===== src/rtl/bitop_pkg.sv =====
package bitop_pkg;

    localparam logic [2:0] SEL_CLR = 3'b111;
    localparam logic [2:0] SEL_SET = 3'b110;
    localparam logic [2:0] SEL_INV = 3'b100;
    localparam logic [2:0] SEL_EXT = 3'b101;

    localparam logic [3:0] CLS_SINGLE = 4'b0001;

    localparam logic [6:0] OPC_IMM = 7'b0010011;
    localparam logic [6:0] OPC_REG = 7'b0110011;

    localparam logic [5:0] F7H_CLR_EXT = 6'b010010;
    localparam logic [5:0] F7H_INV     = 6'b011010;
    localparam logic [5:0] F7H_SET     = 6'b001010;

    localparam logic [2:0] F3_EXT  = 3'b101;
    localparam logic [2:0] F3_MOD  = 3'b001;

    typedef struct packed {
        logic [2:0] sel;
        logic [3:0] cls;
        logic       valid;
        logic       arith;
    } bitop_ctrl_t;

endpackage


===== src/rtl/bitop_decode.sv =====
module bitop_decode
    import bitop_pkg::*;
#(
    parameter int XLEN = 32
) (
    input  logic [6:0]  opcode,
    input  logic [2:0]  funct3,
    input  logic [6:0]  funct7,
    output bitop_ctrl_t ctrl
);

    localparam bit WIDE = (XLEN > 32);

    logic form_ok;
    logic [5:0] f7h;

    always_comb begin
        f7h     = funct7[6:1];
        form_ok = (opcode == OPC_REG) ||
                  ((opcode == OPC_IMM) && (WIDE || !funct7[0]));

        ctrl.sel   = funct3;
        ctrl.cls   = 4'b0000;
        ctrl.valid = 1'b0;
        ctrl.arith = 1'b0;

        if (form_ok) begin
            if (f7h == F7H_CLR_EXT && funct3 == F3_MOD) begin
                ctrl.sel   = SEL_CLR;
                ctrl.valid = 1'b1;
            end else if (f7h == F7H_CLR_EXT && funct3 == F3_EXT) begin
                ctrl.sel   = SEL_EXT;
                ctrl.valid = 1'b1;
                ctrl.arith = 1'b1;
            end else if (f7h == F7H_SET && funct3 == F3_MOD) begin
                ctrl.sel   = SEL_SET;
                ctrl.valid = 1'b1;
            end else if (f7h == F7H_INV && funct3 == F3_MOD) begin
                ctrl.sel   = SEL_INV;
                ctrl.valid = 1'b1;
            end
        end

        if (ctrl.valid) begin
            ctrl.cls = CLS_SINGLE;
        end
    end

endmodule


===== src/rtl/bitop_mask.sv =====
module bitop_mask #(
    parameter int XLEN = 32,
    parameter int IDXW = $clog2(XLEN)
) (
    input  logic [IDXW-1:0] idx,
    output logic [XLEN-1:0] mask
);

    for (genvar k = 0; k < XLEN; k++) begin : g_bit
        assign mask[k] = (idx == IDXW'(k));
    end

endmodule


===== src/rtl/bitop_exec.sv =====
module bitop_exec
    import bitop_pkg::*;
#(
    parameter int XLEN = 32
) (
    input  bitop_ctrl_t     ctrl,
    input  logic [XLEN-1:0] opa,
    input  logic [XLEN-1:0] mask,
    output logic [XLEN-1:0] result
);

    always_comb begin
        result = '0;
        if (ctrl.valid) begin
            case (ctrl.sel)
                SEL_CLR: result = opa & ~mask;
                SEL_SET: result = opa | mask;
                SEL_INV: result = opa ^ mask;
                SEL_EXT: result = {{(XLEN-1){1'b0}}, |(opa & mask)};
                default: result = '0;
            endcase
        end
    end

endmodule


===== src/rtl/bitop_unit.sv =====
module bitop_unit
    import bitop_pkg::*;
#(
    parameter int XLEN    = 32,
    parameter bit USE_REG = 1'b1
) (
    input  logic            clk,
    input  logic            rst,
    input  logic            flush,
    input  logic            stall,
    input  logic [31:0]     instr,
    input  logic [XLEN-1:0] opa,
    input  logic [XLEN-1:0] opb,
    output logic [XLEN-1:0] result,
    output logic [2:0]      op_sel,
    output logic [3:0]      op_class,
    output logic            op_valid,
    output logic            sub_arith
);

    localparam int IDXW = $clog2(XLEN);

    bitop_ctrl_t     dec_ctrl;
    bitop_ctrl_t     exe_ctrl;
    logic [XLEN-1:0] mask;

    bitop_decode #(.XLEN(XLEN)) u_dec (
        .opcode (instr[6:0]),
        .funct3 (instr[14:12]),
        .funct7 (instr[31:25]),
        .ctrl   (dec_ctrl)
    );

    if (USE_REG) begin : g_reg
        bitop_ctrl_t ctrl_d;
        bitop_ctrl_t ctrl_q;

        always_comb begin
            if (flush) begin
                ctrl_d = '0;
            end else if (stall) begin
                ctrl_d = ctrl_q;
            end else begin
                ctrl_d = dec_ctrl;
            end
        end

        always_ff @(posedge clk) begin
            if (rst) begin
                ctrl_q <= '0;
            end else begin
                ctrl_q <= ctrl_d;
            end
        end

        assign exe_ctrl = ctrl_q;

        AST_FLUSH_CLEARS: assert property (@(posedge clk) disable iff (rst)
            flush |=> (ctrl_q == '0));
        AST_STALL_HOLDS: assert property (@(posedge clk) disable iff (rst)
            (stall && !flush) |=> $stable(ctrl_q));
    end else begin : g_comb
        assign exe_ctrl = dec_ctrl;
    end

    bitop_mask #(.XLEN(XLEN), .IDXW(IDXW)) u_mask (
        .idx  (opb[IDXW-1:0]),
        .mask (mask)
    );

    bitop_exec #(.XLEN(XLEN)) u_exec (
        .ctrl   (exe_ctrl),
        .opa    (opa),
        .mask   (mask),
        .result (result)
    );

    assign op_sel    = exe_ctrl.sel;
    assign op_class  = exe_ctrl.cls;
    assign op_valid  = exe_ctrl.valid;
    assign sub_arith = exe_ctrl.arith;

    AST_MASK_ONEHOT: assert property (@(posedge clk) disable iff (rst)
        $countones(mask) == 1);
    AST_CLR_BITS: assert property (@(posedge clk) disable iff (rst)
        (op_valid && op_sel == SEL_CLR) |->
        ((result & mask) == '0 && (result | mask) == (opa | mask)));
    AST_SET_BITS: assert property (@(posedge clk) disable iff (rst)
        (op_valid && op_sel == SEL_SET) |->
        ((result & mask) == mask && (result & ~mask) == (opa & ~mask)));
    AST_INV_BITS: assert property (@(posedge clk) disable iff (rst)
        (op_valid && op_sel == SEL_INV) |-> ((result ^ opa) == mask));
    AST_EXT_UPPER: assert property (@(posedge clk) disable iff (rst)
        (op_valid && op_sel == SEL_EXT) |->
        (result[XLEN-1:1] == '0 && sub_arith));
    AST_ARITH_ONLY_EXT: assert property (@(posedge clk) disable iff (rst)
        sub_arith |-> (op_valid && op_sel == SEL_EXT));
    AST_CLASS_VALID: assert property (@(posedge clk) disable iff (rst)
        op_valid |-> (op_class == CLS_SINGLE));
    AST_IDLE_ZERO: assert property (@(posedge clk) disable iff (rst)
        !op_valid |-> (result == '0 && op_class == 4'b0000 && !sub_arith));

endmodule


===== config.mk =====
export PLATFORM = sky130hd
export DESIGN_NAME = bitop_unit
export DESIGN_NICKNAME = d
export VERILOG_FILES = /design/src/rtl/bitop_pkg.sv /design/src/rtl/bitop_decode.sv /design/src/rtl/bitop_mask.sv /design/src/rtl/bitop_exec.sv /design/src/rtl/bitop_unit.sv
export SDC_FILE = /design/constraint.sdc
export NUM_CORES = 1
export LEC_CHECK = 0
export ABC_AREA = 1
export CORE_MARGIN = 2
export CORE_UTILIZATION = 25
export CTS_CLUSTER_DIAMETER = 60
export DETAILED_ROUTE_END_ITERATION = 8
export PLACE_DENSITY_LB_ADDON = 0.05
export SLEW_MARGIN = 20
export SYNTH_ARGS = -nofsm -noshare
export SYNTH_HDL_FRONTEND = slang
export SYNTH_SLANG_ARGS = --single-unit

===== constraint.sdc =====
create_clock -name clk -period 2.1 [get_ports clk]
set_input_delay 0.315 -clock clk [delete_from_list [all_inputs] [get_ports clk]]
set_output_delay 0.315 -clock clk [all_outputs]
set_load 0.01 [all_outputs]

* Word-level counts from Yosys, hierarchy flattened
Cells that the tools add are included.
** Word-level totals
- Register bits :: 9
- Output and inout port bits :: 41
** Cells by class
- Equal/unequal tests :: 42
- Muxes and demuxes :: 15
- Bitwise logic cells :: 5
- Reduce and logical (&&, ||, !) cells :: 10
** Operators by type and width (count)
- $pmux W32 S4 :: 1
- $eq A5 B5 Y1 const B :: 16
- $and A32 B32 Y32 :: 2
- $eq A5 B4 Y1 const B :: 8
- $mux W32 :: 1
- $not A32 Y32 :: 1
- $or A32 B32 Y32 :: 1
- $reduce_or A32 Y1 :: 1
- $xor A32 B32 Y32 :: 1
- $eq A5 B3 Y1 const B :: 4
- $eq A3 B3 Y1 const B :: 5
- $mux W3 :: 5
- $eq A6 B5 Y1 const B :: 2
- $eq A5 B2 Y1 const B :: 2
- $eq A7 B5 Y1 const B :: 1
- $eq A7 B6 Y1 const B :: 1
- $mux W1 :: 7
- $eq A6 B4 Y1 const B :: 1
- $eq A5 B1 Y1 const B :: 1
- $logic_and A1 B1 Y1 :: 5
- $logic_not A5 Y1 :: 1
- $eq A3 B1 Y1 const B :: 1
- $mux W2 :: 1
- $reduce_or A2 Y1 :: 1
- other kinds (2) :: 2

* Logic depth before layout (Yosys ltp)
Gate-level depths: netlist of run 1.
- Depth after elaboration :: 8
- Gate-level depth with buffers :: 12
- Depth with buffers taken out :: 12

* Hierarchy
From an unflattened synthesis of run 1, not the netlist that was laid out.
** Unflattened totals
- Cell total of the unflattened synthesis :: 513
- Area total of the unflattened synthesis :: 3220.6 um^2
** By module, submodules not included
- bitop_exec :: times used 1, cells each 345, area each 2290.9 um^2
- bitop_unit :: times used 1, cells each 57, area each 432.9 um^2
- bitop_mask :: times used 1, cells each 65, area each 269.0 um^2
- bitop_decode :: times used 1, cells each 46, area each 227.7 um^2

* Least setup slack after synthesis of run 1
Ideal clock, no wire load.
- Path kind :: input-to-output
- Start point :: input opb[4]
- End point :: output result[0]
- Data arrival time :: 1.558 ns
- Path slack :: 0.227 ns
- Stages :: 11
- Path buffers :: 2
- Path through :: buf_2 > inv_1 > buf_2 > nor2_1 > ha_1 > nor2_1 > nand2_1 > nor2_1 > nand2_1 > o21ai_0 > a21oi_1
** Between the ends
- Cells in the longest elaborated chain, start to end :: 5
** Ends and longest elaborated chain
- start, declared :: line bitop_unit.sv:13 : input logic [XLEN-1:0] opb,
- $eq A5 B1 Y1, or another cell as far along :: line bitop_mask.sv:10 : assign mask[k] = (idx == IDXW'(k));
- $and A32 B32 Y32 / $not A32 Y32 (equally long branches) :: line bitop_exec.sv:19, bitop_exec.sv:16
- $reduce_or A32 Y1 / $and A32 B32 Y32 (equally long branches) :: line bitop_exec.sv:19, bitop_exec.sv:16
- $pmux W32 S4 * :: line bitop_exec.sv:15 : case (ctrl.sel)
- $mux W32 * :: line bitop_exec.sv:14 : if (ctrl.valid) begin
- end, declared :: line bitop_unit.sv:14 : output logic [XLEN-1:0] result,
Mark *: on every way between the ends. The rest lies on a longest branch, timed or not.

* Final worst setup path of run 1
- Start point :: input opb[2]
- End point :: output result[26]
** Between the ends
- Cells in the longest elaborated chain, start to end :: 5
** Ends and longest elaborated chain
- $eq A5 B5 Y1 * :: line bitop_mask.sv:10
- $not A32 Y32 :: line bitop_exec.sv:16 : SEL_CLR: result = opa & ~mask;
- $and A32 B32 Y32 :: line bitop_exec.sv:16
- $pmux W32 S4 * :: line bitop_exec.sv:15
- $mux W32 * :: line bitop_exec.sv:14
Marked as above.

==> flow_summary.json, run 1 <==
{
  "synth_mux_area_share_pct": 0,
  "async_flop_share_pct": 0,
  "synth-simple-area-share_pct": 25.6,
  "rsz0062_at_grt": "true",
  "critPathMaxFanout": 4,
  "yosysWarnings": 0,
  "finClkSkew_ns": 0,
  "yosys_register_bits": 5,
  "rows": 39,
  "stdcell_count": 776,
  "maxCapViolations": 0,
  "arrival_ns": 1.86,
  "p_total_mw": 0.957,
  "synth.distinct_cells": 23,
  "critPathRequiredTime_ns": 1.78,
  "pre_cts_slack_ns": -1.09,
  "ys_top_cells_by_count": "ha_1, inv_1, nor2_1",
  "violations": "setup timing",
  "worstSetupPathType": "input pin to primary output",
  "clock_sinks": 5,
  "diodes": 0,
  "routedWlPerCell_um": 13.4,
  "cts_buffer_depth": 2,
  "initial_core_util_pct": 25.6,
  "p_per_area_nw_per_um2": 182,
  "cts.reportedPaths.clkPinSlew_ns": 0.03,
  "drive_gt1_share_pct": 35.2,
  "die_y_um": 112,
  "yosys_most_used_dff": "dfxtp_1",
  "htreeDepth": 1,
  "detailed_place_hpwl_um": 8030,
  "yosysTopAreaCell": "ha_1",
  "synth_seq_area_share_pct": 3.44,
  "ir_drop_uv": 482,
  "status": "complete, but fails checks",
  "finalMaxSlewViolations": 0,
  "critPathCaptureType": "primary output",
  "grt_pass1_wl_um": 16700,
  "synth_compound_area_share_pct": 13.8,
  "netlist.area_leader.share_pct": 41.3,
  "core_area_um2": 11400,
  "cts_inserted_buffers": 3,
  "synth-edff-count": 0,
  "dr.first_iter.drc_count": 82,
  "setup_viol": 6,
  "wl_um": 10400,
  "chipWidth_um": 112,
  "io_buffer_count": 95,
  "max_freq_mhz": 461,
  "hold_buffers": 0,
  "setup_slack_ns": -0.0700,
  "drtAntennaViolNets": 0,
  "hold_class": "register to register",
  "grt_max_degree": 23,
  "num_vias": 3499,
  "grt_use_total_pct": 16.0,
  "drtPass1Iterations": 4,
  "first_global_vias": 3528,
  "grt-ovfl-total": 0,
  "io_pins": 141,
  "start_kind": "input pin",
  "die_area_um2": 12500,
  "syn-instance-count": 469,
  "cts-root-buf": "clkbuf_16",
  "period_minus_slack_ns": 2.17,
  "post_synth.cell_area_avg_um2": 6.20,
  "synth.area.top_cells": "ha_1, inv_1, nor2_1",
  "place_congestion": 0.841,
  "area_growth_syn_to_layout_pct": 81.1,
  "hold_viol": 0,
  "via_per_inst": 4.51,
  "fill_cells": 1192,
  "synth-xor-area-share_pct": 0,
  "cts_tree": "yes",
  "hold-worst-slack_ns": 0.559,
  "synth_most_common_cell": "ha_1",
  "synthAdderAreaFrac_pct": 41.3,
  "finalNetCount": 830,
  "insertion_delay_ns": 0.22,
  "syn-cell-area_um2": 2910,
  "placedCellCount": 763,
  "p_leak_nw": 2.51,
  "drc": 0,
  "fin_crit_sh_pct": 103,
  "synth_top_family_by_area": "adder cells",
  "antenna_found_initial": 0
}
[critical path, cell delays in order]
cell and delay [ns]:
buf_12 0.11, buf_8 0.12, nor2_4 0.19, nand2_2 0.12
nor2_2 0.12, inv_1 0.07, ha_1 0.28, a31oi_1 0.16
nor2_1 0.06, dlygate4sd2_1 0.30
[cells in the final DEF, fill, tap and decap left out, types with 9 or more instances in the layout]
cell type and instances:
ha_1 84, inv_1 75, buf_4 69, clkdlybuf4s50_1 55, nor2_1 52, nand2_1 46
nand3_1 23, nor2_4 20, a21oi_1 18, buf_2 17, nor2_2 14, a31oi_1 12
a21oi_2 12, buf_6 11, nor3_4 10, o21ai_0 10, o21ai_1 9, ha_4 9
[kinds of logic after synthesis]
group | after synthesis
AOI/OAI and AO/OA | 73
adders and majority gates | 96
buffers and inverters | 110
DFF | 5
other | 1
and+or+nand+nor | 184
[sequential cells by signal, summed over array words and instances, names as in the netlist]
signal	count
op_sel	3
op_class	1
sub_arith	1
[cell type report]
cell class,count,area (µm²),share of cell area [%]
multi-input combinational,356,2960,56.1
timing repair buffer,180,1600,30.4
sequential,5,100,1.90
inverter,88,355,6.74
clock buffer,4,78.8,1.50
tap,143,179,3.40
[timing repair]
item | CTS | global route
pin swaps | 24 | 32
setup buffers | 7 | 2
endpoints found under the setup margin | 32 | 32
resized for setup | 227 | 93
[final timing paths]
| path | end | slack (ns) | start | cells after the start |
|---|---|---|---|---|
| worst max register to register | op_sel[2] | 1.14 | op_sel[2] | 4 |
| worst max-delay path | result[26] | -0.07 | opb[2] | 10 |
| worst min register to register | sub_arith | 0.56 | sub_arith | 2 |
| worst min-delay path | sub_arith | 0.56 | sub_arith | 2 |
[layer usage]
layer | part of all wire [%] | wire [µm] | track usage [%] | up-vias
met2 | 50 | 5190 | 29.4 | 81
met5 | 0 | 0 | 0 | -
li1 | - | - | - | 1799
met1 | 45 | 4700 | 20.6 | 1609
met4 | 1.2 | 129 | 2.14 | 0
met3 | 3.3 | 343 | 1.58 | 10
[power breakdown]
part	internal [mW]	leakage [nW]	switching (mW)
sequential	0.0991	0.0408	0.00253
combinational	0.266	2.43	0.280
clock	0.251	0.0382	0.0581
[metrics by stage]
step           cell area [µm²]  setup TNS, ns  util, %
5_1_grt                   5270          -1.29     46.3
6_report                  5270         -0.203     46.3
3_5_place_dp              4550         -26.63     40.0
4_1_cts                   4970         -0.190     43.7
2_1_floorplan             2920              0        -
3_3_place_gp              4550         -26.35     40.0
Note: power is estimated with default switching activity, not from simulation.
==> run 2: changes to the inputs <==
Settings changed: CORE_UTILIZATION 25 to 35.
==> flow_summary.json, run 2 (synthesis gave the netlist of run 1 again) <==
{
  "status": "finished, final reports clean",
  "fin_crit_sh_pct": 99.7,
  "via_per_inst": 4.73,
  "drtPass1Iterations": 4,
  "io_buffer_count": 95,
  "period_minus_slack_ns": 2.09,
  "rows": 33,
  "multi_input_area_um2": 2760,
  "clock_sinks": 5,
  "critPathCaptureType": "primary output",
  "fin_setup_tns_ns": 0,
  "rsz0062_at_grt": "true",
  "p_per_area_nw_per_um2": 162,
  "hold_class": "register to register",
  "die_y_um": 95.2,
  "ir_drop_uv": 272,
  "largest_reg_flops": 3,
  "cts.reportedPaths.clkPinSlew_ns": 0.03,
  "finalNetCount": 815,
  "num_vias": 3419,
  "grt_max_degree": 33,
  "finClkSkew_ns": 0,
  "dr.first_iter.drc_count": 95,
  "cts_tree": "yes",
  "routedWlPerCell_um": 12.6,
  "initial_core_util_pct": 35.8,
  "hold-worst-slack_ns": 0.558,
  "max_freq_mhz": 478,
  "cts_inserted_buffers": 3,
  "setup_viol": 0,
  "detailed_place_hpwl_um": 7170,
  "arrival_ns": 1.78,
  "worstHoldPathCells": 2,
  "chipWidth_um": 95.2,
  "first_global_vias": 3258,
  "mostFrequentLayoutCell": "ha_1",
  "insertion_delay_ns": 0.22,
  "drc": 0,
  "diodes": 0,
  "maxCapViolations": 0,
  "fill_cells": 761,
  "core_area_um2": 8130,
  "critPathRequiredTime_ns": 1.78,
  "register_area_um2": 100,
  "grt_use_total_pct": 20.2,
  "start_kind": "input pin",
  "htreeDepth": 1,
  "drtAntennaViolNets": 0,
  "area_growth_syn_to_layout_pct": 65.8,
  "cts_buffer_depth": 2,
  "drive_gt1_share_pct": 29.4,
  "critPathMaxFanout": 5,
  "place_congestion": 0.877,
  "worstSetupPathType": "input pin to primary output",
  "cts-root-buf": "clkbuf_8",
  "io_pins": 141,
  "ff2ff_path_depth": 4,
  "p_leak_nw": 2.36,
  "grt_pass1_wl_um": 15000,
  "finalMaxSlewViolations": 0,
  "grt-ovfl-total": 0,
  "wl_um": 9140,
  "hold_buffers": 0,
  "antenna_found_initial": 0,
  "mostFrequentLayoutCells": "ha_1, inv_1, buf_4, nor2_1, clkdlybuf4s50_1",
  "die_area_um2": 9060,
  "hold_viol": 0
}
run 2: metal layers:
| layer | wire (µm) | GRT usage [%] |
|---|---|---|
| met5 | 0 | 0 |
| met4 | 83 | 2.29 |
| met3 | 326 | 1.34 |
| met2 | 4580 | 37.9 |
| met1 | 4140 | 25.9 |
run 2: final cells by class:
class                           instances  share of cell area [%]
Clock buffer                            4                   0.934
Inverter                               88                    7.32
Tap cell                              105                    2.72
Sequential cell                         5                    2.08
Timing Repair Buffer                  165                    29.8
Multi-Input combinational cell        356                    57.2
run 2: what timing repair did:
action	4_1_cts	5_1_grt
hold endpoints to repair	0	0
resized for setup	187	77
gates cloned	1	0
endpoints found under the setup margin	32	32
pin swaps	17	21
setup buffers	4	1
run 2: through the flow:
step | setup WS (ns) | instances | power [mW] | cell area, µm² | util, %
after floorplan | 0.227 | 471 | 0.278 | 2920 | -
after global placement | -1.02 | 713 | 0.508 | 4390 | 54.0
after detailed placement | -0.996 | 713 | 0.516 | 4390 | 54.0
after CTS | -0.0638 | 722 | 0.745 | 4640 | 57.1
after global routing | -0.104 | 723 | 0.843 | 4820 | 59.3
final | 0.00660 | 723 | 0.781 | 4820 | 59.3
run 2: where the power goes:
part,total (mW),switching (mW),internal (mW)
Combinational,0.497,0.252,0.244
Clock,0.181,0.0505,0.131
Sequential,0.103,0.00406,0.0990
Total,0.781,0.307,0.474
run 2: worst paths after layout:
path	from	endpoint	slack [ns]
max	opb[2]	result[0]	0.007
min	sub_arith	sub_arith	0.56
max reg2reg	op_sel[2]	op_sel[2]	0.99
min reg2reg	sub_arith	sub_arith	0.56
run 2: critical path, stage by stage:
cell and delay [ns]:
buf_6 0.11, nor2_1 0.06, buf_4 0.15, nand2_1 0.14, nor2_2 0.07, ha_1 0.18
nor2_1 0.11, nand2_1 0.06, nor2_1 0.12, nand2_1 0.06, o21ai_0 0.15, a21oi_1 0.10
buf_2 0.15
==> run 3: changes to the inputs <==
Settings changed: TNS_END_PERCENT set to 1.
==> flow_summary.json, run 3 (synthesis gave the netlist of run 1 again) <==
{
  "maxCapViolations": 0,
  "hold_viol": 0,
  "p_per_area_nw_per_um2": 162,
  "power_switching_share_pct": 39.2,
  "place_congestion": 0.877,
  "die_y_um": 95.2,
  "ir_drop_uv": 272,
  "setup_slack_ns": -0.0179,
  "cts_buffer_depth": 2,
  "wl_um": 9070,
  "drc": 0,
  "min_to": "sub_arith",
  "cts_inserted_buffers": 3,
  "intPower_mw": 0.467,
  "fill_cells": 772,
  "fin_crit_sh_pct": 101,
  "rr_startpoint": "op_sel[2]",
  "hold_buffers": 0,
  "core_area_um2": 8130,
  "start_kind": "input pin",
  "setup_viol": 1,
  "mostFrequentLayoutCell": "ha_1",
  "p_leak_nw": 2.33,
  "rsz0062_at_grt": "true",
  "combPwrFrac_pct": 62.9,
  "arrival_ns": 1.80,
  "finalNetCount": 816,
  "cts-root-buf": "clkbuf_8",
  "min_from": "sub_arith",
  "grt_use_total_pct": 20.2,
  "drtPass1Iterations": 4,
  "routedWlPerCell_um": 12.5,
  "mostFrequentLayoutCells": "ha_1, inv_1, buf_4, nor2_1, clkdlybuf4s50_1",
  "hold_class": "register to register",
  "finClkSkew_ns": 0,
  "period_minus_slack_ns": 2.12,
  "r2r-end": "op_sel[2]",
  "stdcell_count": 724,
  "violations": "setup timing",
  "largest_reg_flops": 3,
  "cts_tree": "yes",
  "max_freq_mhz": 472,
  "rows": 33,
  "grt_max_degree": 33,
  "pwr-share-clk_pct": 23.6,
  "ff2ff_path_depth": 4,
  "drive_gt1_share_pct": 29.6,
  "critPathMaxFanout": 4,
  "io_pins": 141,
  "chipWidth_um": 95.2,
  "die_area_um2": 9060,
  "finalMaxSlewViolations": 0,
  "p_total_mw": 0.767,
  "initial_core_util_pct": 35.8,
  "p_sw_mw": 0.301,
  "cts.reportedPaths.clkPinSlew_ns": 0.03,
  "insertion_delay_ns": 0.22,
  "htreeDepth": 1,
  "placedCellCount": 713,
  "dr.first_iter.drc_count": 56,
  "detailed_place_hpwl_um": 7170,
  "via_per_inst": 4.71,
  "grt_pass1_wl_um": 14900,
  "clock_sinks": 5,
  "critPathCaptureType": "primary output",
  "drtAntennaViolNets": 0,
  "area_growth_syn_to_layout_pct": 63.1,
  "status": "complete, but fails checks",
  "first_global_vias": 3244,
  "reg2reg_slack_ns": 0.99,
  "diodes": 0,
  "critPathRequiredTime_ns": 1.78,
  "p_seq_share_pct": 13.4,
  "worstHoldPathCells": 2,
  "io_buffer_count": 95,
  "grt-ovfl-total": 0,
  "hold-worst-slack_ns": 0.558,
  "post-route-util_pct": 58.3,
  "worstSetupPathType": "input pin to primary output",
  "num_vias": 3410,
  "antenna_found_initial": 0
}
-- run 3: changes by cell type in the layout (fill, tap and decap cells not counted), sizes merged --
cell and change:
clkinv -1, clkdlybuf4s50 +2, buf -2, inv +1
dlygate4sd2 +1, clkbuf +2, dlymetal6s2s -2
-- run 3: metrics by stage --
step                TNS [ns]  worst slack (ns)  area [µm²]
finish               -0.0179           -0.0179        4740
global placement      -25.24             -1.02        4390
global route          -0.834           -0.0937        4740
detailed placement    -25.29            -0.996        4390
floorplan                  0             0.227        2920
CTS                   -0.250           -0.0533        4650
-- run 3: worst max-delay path by stage --
stage / from / end / slack [ns] / cells after the start
after global placement: opb[2] / result[0] / -1.02 / 12
after global routing: opb[3] / result[21] / -0.09 / 12
final: opb[3] / result[11] / -0.02 / 11
after detailed placement: opb[0] / result[0] / -1.0 / 13
after CTS: opb[3] / result[5] / -0.05 / 13
after floorplan: opb[4] / result[0] / 0.23 / 11
-- run 3: layout make-up --
cell class	count	area [µm²]	share of cell area (%)
multi-input combinational	356	2710	57.2
timing repair buffer	166	1420	29.8
inverter	88	340	7.17
tap	105	131	2.77
sequential	5	100	2.11
clock buffer	4	45.0	0.949
-- run 3: power by group through the flow --
| stage | combinational (mW) | clock [mW] | sequential, mW |
|---|---|---|---|
| finish | 0.483 | 0.181 | 0.103 |
| global route | 0.535 | 0.191 | 0.104 |
| CTS | 0.457 | 0.183 | 0.103 |
| detailed placement | 0.412 | 0 | 0.105 |
| global placement | 0.403 | 0 | 0.105 |
| floorplan | 0.172 | 0 | 0.106 |
-- run 3: repair_timing --
action                     CTS  global route
buffers inserted             4             2
pin swaps                   10            19
setup endpoints to repair   32            32
gates resized for setup    179            67
cloned                       1             0
-- run 3: metal layers --
metal / GRT usage, % / routed length (µm) / part of all wire [%]
met1: 25.8 / 4110 / 45
met5: 0 / 0 / 0
met4: 2.17 / 48 / 0.53
met2: 38.2 / 4620 / 51
met3: 1.19 / 295 / 3.3
-- run 3: worst max-delay path, stage by stage --
cell and delay [ns]:
buf_6 0.12, inv_4 0.05, nor2_4 0.13, inv_2 0.08, nor3_4 0.19, buf_4 0.13, inv_1 0.04, ha_1 0.27
nand3_1 0.09, a21oi_2 0.15, clkdlybuf4s15_2 0.24
